File: config.mk
export PLATFORM = sky130hd
export DESIGN_NAME = osd_text_overlay
export DESIGN_NICKNAME = d
export VERILOG_FILES = /design/src/rtl/osd_text_overlay.sv
export SDC_FILE = /design/constraint.sdc
export NUM_CORES = 1
export LEC_CHECK = 0
export BUFFER_PORTS_ARGS = -buffer_cell sky130_fd_sc_hd__buf_2
export CORE_MARGIN = 3
export CORE_UTILIZATION = 45
export CTS_CLUSTER_DIAMETER = 30
export DETAILED_ROUTE_END_ITERATION = 16
export PLACE_DENSITY_LB_ADDON = 0.12
export SYNTH_ARGS = -nofsm -noshare
export SYNTH_HDL_FRONTEND = slang
export SYNTH_SLANG_ARGS = --single-unit
File: constraint.sdc
create_clock -name clk -period 42.3 [get_ports clk]
set_input_delay 12.69 -clock clk [delete_from_list [all_inputs] [get_ports clk]]
set_output_delay 12.69 -clock clk [all_outputs]
set_load 0.03 [all_outputs]
File: src/rtl/osd_text_overlay.sv
module osd_text_overlay #(
  parameter int CW = 10
) (
  input  logic       clk,
  input  logic       rst_n,
  input  logic       wr_en,
  input  logic [3:0] wr_addr,
  input  logic [7:0] wr_data,
  input  logic       hsync_n,
  input  logic       vsync_n,
  output logic       r_out,
  output logic       g_out,
  output logic       b_out,
  output logic       fb_out
);
  localparam int BLK_W  = 74;
  localparam int BLK_H  = 36;
  localparam int STEP_X = 12;
  localparam int STEP_Y = 18;
  localparam logic [CW-1:0] CMAX = '1;

  logic hs_d, vs_d;
  logic [CW-1:0] x, y;
  logic [11:0][7:0] cell_s, cell_a;
  logic [5:0] geo_s, geo_a, ts_s, ts_a;
  logic [4:0] hp_s, hp_a;
  logic [7:0] md_s, md_a;

  wire h_rise = hsync_n & ~hs_d;
  wire v_fall = ~vsync_n & vs_d;

  always_ff @(posedge clk or negedge rst_n)
    if (!rst_n) begin
      cell_s <= '0; cell_a <= '0;
      geo_s <= '0; geo_a <= '0;
      hp_s <= '0; hp_a <= '0;
      md_s <= '0; md_a <= '0;
      ts_s <= '0; ts_a <= '0;
    end else begin
      if (wr_en)
        case (wr_addr)
          4'd12: geo_s <= wr_data[5:0];
          4'd13: hp_s <= wr_data[4:0];
          4'd14: md_s <= wr_data;
          4'd15: ts_s <= wr_data[5:0];
          default: cell_s[wr_addr] <= wr_data;
        endcase
      if (v_fall) begin
        cell_a <= cell_s;
        geo_a <= geo_s;
        hp_a <= hp_s;
        md_a <= md_s;
        ts_a <= ts_s[0] ? ts_s : 6'd0;
      end
    end

  always_ff @(posedge clk or negedge rst_n)
    if (!rst_n) begin
      hs_d <= 1'b1; vs_d <= 1'b1;
      x <= '0; y <= '0;
    end else begin
      hs_d <= hsync_n;
      vs_d <= vsync_n;
      x <= h_rise ? '0 : (x == CMAX ? x : x + 1'b1);
      if (v_fall) y <= '0;
      else if (h_rise && y != CMAX) y <= y + 1'b1;
    end

  function automatic logic [CW-1:0] shrink(input logic [CW-1:0] v, input logic [1:0] m);
    case (m)
      2'd0: return v;
      2'd1: return v >> 1;
      2'd2: return v / CW'(3);
      default: return v >> 2;
    endcase
  endfunction

  function automatic logic [4:0] glyph_row(input logic [4:0] code, input int row);
    logic [7:0] p;
    p = 8'(code) * 8'(row + 1);
    return p[4:0] ^ 5'(row * 2);
  endfunction

  function automatic logic dot_at(input logic [4:0] code, input int gx, input int gy);
    logic [4:0] bits;
    if (gx < 0 || gx > 4 || gy < 0 || gy > 6) return 1'b0;
    bits = glyph_row(code, gy);
    return bits[4 - gx];
  endfunction

  function automatic logic pix_on(input logic [4:0] code, input int lx, input int ly, input logic smooth);
    int gx, gy, hx, vy;
    if (lx < 0 || lx > 9 || ly < 0 || ly > 13) return 1'b0;
    gx = lx / 2;
    gy = ly / 2;
    if (dot_at(code, gx, gy)) return 1'b1;
    if (!smooth) return 1'b0;
    hx = (lx % 2 == 1) ? gx + 1 : gx - 1;
    vy = (ly % 2 == 1) ? gy + 1 : gy - 1;
    return dot_at(code, hx, gy) && dot_at(code, gx, vy);
  endfunction

  logic [CW-1:0] x0, y0, px, py;
  logic in_blk;
  assign x0 = CW'(hp_a) * CW'(STEP_X);
  assign y0 = CW'(geo_a[3:0]) * CW'(STEP_Y);
  assign px = shrink(x - x0, geo_a[5:4]);
  assign py = shrink(y - y0, geo_a[5:4]);
  assign in_blk = (x >= x0) && (y >= y0) && (px < CW'(BLK_W)) && (py < CW'(BLK_H));

  wire en       = md_a[0];
  wire fringe   = md_a[1];
  wire square   = md_a[2];
  wire show0    = md_a[3];
  wire show31   = md_a[4];
  wire smooth   = ~ts_a[1];

  logic colok, rowok, cell_in, blank, off, glyph_on, halo;
  int ccol, crow, lx, ly;
  logic [7:0] cdat;

  always_comb begin
    colok = (px >= CW'(1)) && (px <= CW'(72));
    ccol = colok ? (int'(px) - 1) / STEP_X : 0;
    lx = int'(px) - STEP_X * ccol - 2;
    rowok = 1'b1;
    crow = 0;
    ly = int'(py) - 2;
    if (py >= CW'(19) && py <= CW'(34)) begin
      crow = 1;
      ly = int'(py) - 20;
    end else if (!(py >= CW'(1) && py <= CW'(16))) rowok = 1'b0;
    cell_in = colok && rowok;
    cdat = cell_a[4'(crow * 6 + ccol)];
    blank = (cdat[4:0] == 5'd0) && !show0;
    off = (cdat[4:0] == 5'd31) && !show31;
    glyph_on = cell_in && !blank && !off && pix_on(cdat[4:0], lx, ly, smooth);
    halo = 1'b0;
    if (cell_in && !blank && !off && !glyph_on)
      for (int dy = -1; dy <= 1; dy++)
        for (int dx = -1; dx <= 1; dx++)
          if (dx != 0 || dy != 0)
            halo = halo | pix_on(cdat[4:0], lx + dx, ly + dy, smooth);
  end

  logic [2:0] rgb_n;
  logic fb_n;
  always_comb begin
    rgb_n = 3'b000;
    fb_n = 1'b0;
    if (en && in_blk) begin
      if (glyph_on) begin
        rgb_n = cdat[7:5]; fb_n = 1'b1;
      end else if (square && !(cell_in && off)) begin
        rgb_n = md_a[7:5]; fb_n = 1'b1;
      end else if (!square && fringe && halo) begin
        rgb_n = md_a[7:5]; fb_n = 1'b1;
      end
    end
  end

  always_ff @(posedge clk or negedge rst_n)
    if (!rst_n) begin
      r_out <= 1'b0; g_out <= 1'b0; b_out <= 1'b0; fb_out <= 1'b0;
    end else begin
      r_out  <= rgb_n[2] & ~ts_a[3];
      g_out  <= rgb_n[1] & ~ts_a[4];
      b_out  <= rgb_n[0] & ~ts_a[5];
      fb_out <= fb_n & ~ts_a[2];
    end


  cfg_hold_chk: assert property (@(posedge clk) disable iff (!rst_n)
    !v_fall |=> $stable({cell_a, geo_a, hp_a, md_a, ts_a}));


  fb_cover_chk: assert property (@(posedge clk) disable iff (!rst_n)
    (r_out | g_out | b_out) |-> (fb_out || $past(ts_a[2])));


  outside_dark_chk: assert property (@(posedge clk) disable iff (!rst_n)
    $past(!in_blk || !en) |-> !(r_out | g_out | b_out | fb_out));


  off_cell_chk: assert property (@(posedge clk) disable iff (!rst_n)
    $past(cell_in && off) |-> !(r_out | g_out | b_out | fb_out));


  test_gate_chk: assert property (@(posedge clk) disable iff (!rst_n)
    !ts_a[0] |-> (ts_a == 6'd0));
endmodule

==> results.cfg <==
[timing]
skew_ps = 11.4
tightest_slew_ps = 1220
fmax_mhz = 36.6
fin_crit_ps = 27290
setup_tns_ps = 0
report.final.slew_viol_count = 0
rsz0062_at_grt = false
finalSetupViolCount = 0
max-slew-margin-rel_pct = 16.8
fin_crit_sh_pct = 64.5
hold_violations = 0

[worst_setup_path]
cp_data_arrival_time_ps = 27730
cp-end-kind = register
critPathLaunchType = register
cp_max_fo = 14
timing.critical_path.mode_cell = ha_1
cp_slowest_stage_delay_ps = 900
worstReg2RegStart = hp_a[1]$_DFFE_PN0P_
regToRegEndpoint = b_out$_DFF_PN0_
crit_slowest_cell = a2111oi_0
crit_type = reg -> reg
rr_worst_depth = 96
r2r_slack_ps = 15010
required_ps = 42740

[layout]
drive_gt1_share_pct = 8.63
area_growth_pct = 5.68
nets = 5528
final_cell_mix = 744 x nand2_1, 484 x nor2_1, 375 x xnor2_1
layout_commonest_cell = nand2_1
fillCellCount = 8813
num_antenna_cells = 0

[global_routing]
grt_pass1_wl_um = 211000
groute.usage.overall_pct = 28.4
grt.overflow.total = 0
grt_max_degree = 127
antenna_found_initial = 0
grt_pass1_vias = 36800

[synthesis]
synth_cell_type_count = 129
synth_area_um2 = 39600
netlist_top_cells_area = dfrtp_1 17%, ha_1 9.6%, xnor2_1 8.3%
synth_top_area_share_pct = 16.8
synth-seq-cells = 267
synth_cells = 5272
synth_edf_count = 0
ys_seq_area_share_pct = 16.9
syn_avg_cell_area_um2 = 7.51
syn-num-nets = 5614
async_reset_ff_share_pct = 100
yosys.area.top_type = dfrtp_1
ys_warn_count = 0
synthFlopType = dfrtp_1

[floorplanning]
die_h_um = 303
core_um2 = 87000
die_w_um = 303
dieArea_um2 = 91500
rows = 108
start_util_pct = 45.5
ios = 21

[placement]
gp_congestion = 0.972
post-dp-hpwl_um = 104000
place.port_buffers = 20

[detailed_routing]
first_pass_iters = 6
drt_iter0_drc = 4042
drc = 0
routed_via_density = 6.29
wl_per_cell_um = 21.1
ant_nets = 0
vias = 40000
routed_wl_um = 134000

[clock_network]
clk_pin_slew_ps = 70
cts-resized-gates = 0
cts.htree.levels = 1
cts_sinks = 267
cts_setup_buffers = 0
cts_tree = yes
cts_hold_repair.buffers = 0
cts_root_buffer = clkbuf_16
cts_inserted_buffers = 28
cts.path.max_buffers = 3
clock_latency_ps = 570

[min_path]
worstHoldPathCells = 2
min_to = cell_a[23]$_DFFE_PN0P_
min_from = cell_s[23]$_DFFE_PN0P_
hold_path.class = reg -> reg

[run_status]
outcome = finished clean

[flow_run]
maxCapViolCount = 0
-- layer usage --
layer / vias to the layer above / GRT usage (%) / routed length [um]
met5: - / 0 / 0
met4: 0 / 8.79 / 4560
met3: 224 / 2.27 / 8030
met2: 1441 / 44.9 / 59100
met1: 19100 / 41.1 / 62500
li1: 19200 / - / -
-- cells in the mapped netlist (24+ instances only) --
cell type  number
mux2i_1        58
clkbuf_1      176
and3_1         61
o2111ai_1      26
o211ai_1       52
nand4_1        84
buf_2          28
a211o_1        24
nand2b_1       63
xnor2_1       375
nor2b_1        39
or2_2          38
inv_1         188
a21oi_1       291
o31ai_1        50
a211oi_1       60
and2_1         64
a2111oi_0      24
nor4_1         83
a31oi_1        55
nand2_1       744
ha_1          305
dfrtp_1       265
a21o_1         62
xor2_1        115
o21bai_1       35
nor3_1        198
or3_1          53
o21a_1         52
o22ai_1        36
or4_1          44
nor2_1        484
mux2_2        137
o21ai_0       215
mux4_2         27
nand3_1       187
-- per-stage QoR --
| stage | cells | utilization (%) | setup WS, ps | hold WS [ps] | cell area (um^2) |
|---|---|---|---|---|---|
| after global placement | 6311 | 47.0 | 15950 | 439 | 40900 |
| after detailed placement | 6311 | 47.0 | 15700 | 446 | 40900 |
| after global routing | 6358 | 48.1 | 12810 | 465 | 41800 |
| after CTS | 6358 | 48.1 | 15660 | 456 | 41800 |
| after floorplan | 5272 | - | 20700 | 404 | 39600 |
| final | 6358 | 48.1 | 15010 | 457 | 41800 |
-- cells by family after synthesis --
kind of cell	share of synthesized area (%)
AO/OA/AOI/OAI	22.3
XOR/XNOR	11.2
buffers and inverters	4.20
adder cells (fa/ha/maj)	10.7
flip-flops	16.9
AND/OR/NAND/NOR	27.8
multiplexers	6.96
-- state kept, by name, indices dropped and copies added (netlist names), 5 cells and up --
signal	flops
geo_a	6
md_s	8
ts_s	6
ts_a	5
x	10
hp_a	5
geo_s	6
cell_a	96
y	10
md_a	8
hp_s	5
cell_s	96
-- worst max-delay path: cells and delay by family (launching register included) --
kind,cells,cell delay [ps]
compound gates,35,10040
xor+xnor,5,1420
fa+ha+maj,9,3080
buf+inv,4,660
flops,1,400
mux,1,360
simple gates,42,11130
-- layout make-up --
class / instances / area, um^2 / area share (%)
Tap cell: 1155 / 1450 / 3.46
Timing Repair Buffer: 111 / 793 / 1.90
Multi-Input combinational cell: 4579 / 31200 / 74.7
Sequential cell: 267 / 6680 / 16.0
Clock inverter: 18 / 184 / 0.440
Inverter: 199 / 747 / 1.79
Clock buffer: 29 / 714 / 1.71
-- worst max-delay path by stage --
| stage | endpoint | startpoint |
|---|---|---|
| final | b_out$_DFF_PN0_ | hp_a[1]$_DFFE_PN0P_ |
| after global placement | g_out$_DFF_PN0_ | hp_a[0]$_DFFE_PN0P_ |
| after CTS | b_out$_DFF_PN0_ | hp_a[1]$_DFFE_PN0P_ |
| after global routing | b_out$_DFF_PN0_ | hp_a[1]$_DFFE_PN0P_ |
| after detailed placement | b_out$_DFF_PN0_ | hp_a[0]$_DFFE_PN0P_ |
| after floorplan | b_out$_DFF_PN0_ | hp_a[0]$_DFFE_PN0P_ |
Power is not shown: default switching activity piles up to over one toggle a cycle in this logic, so the estimate is an artifact.
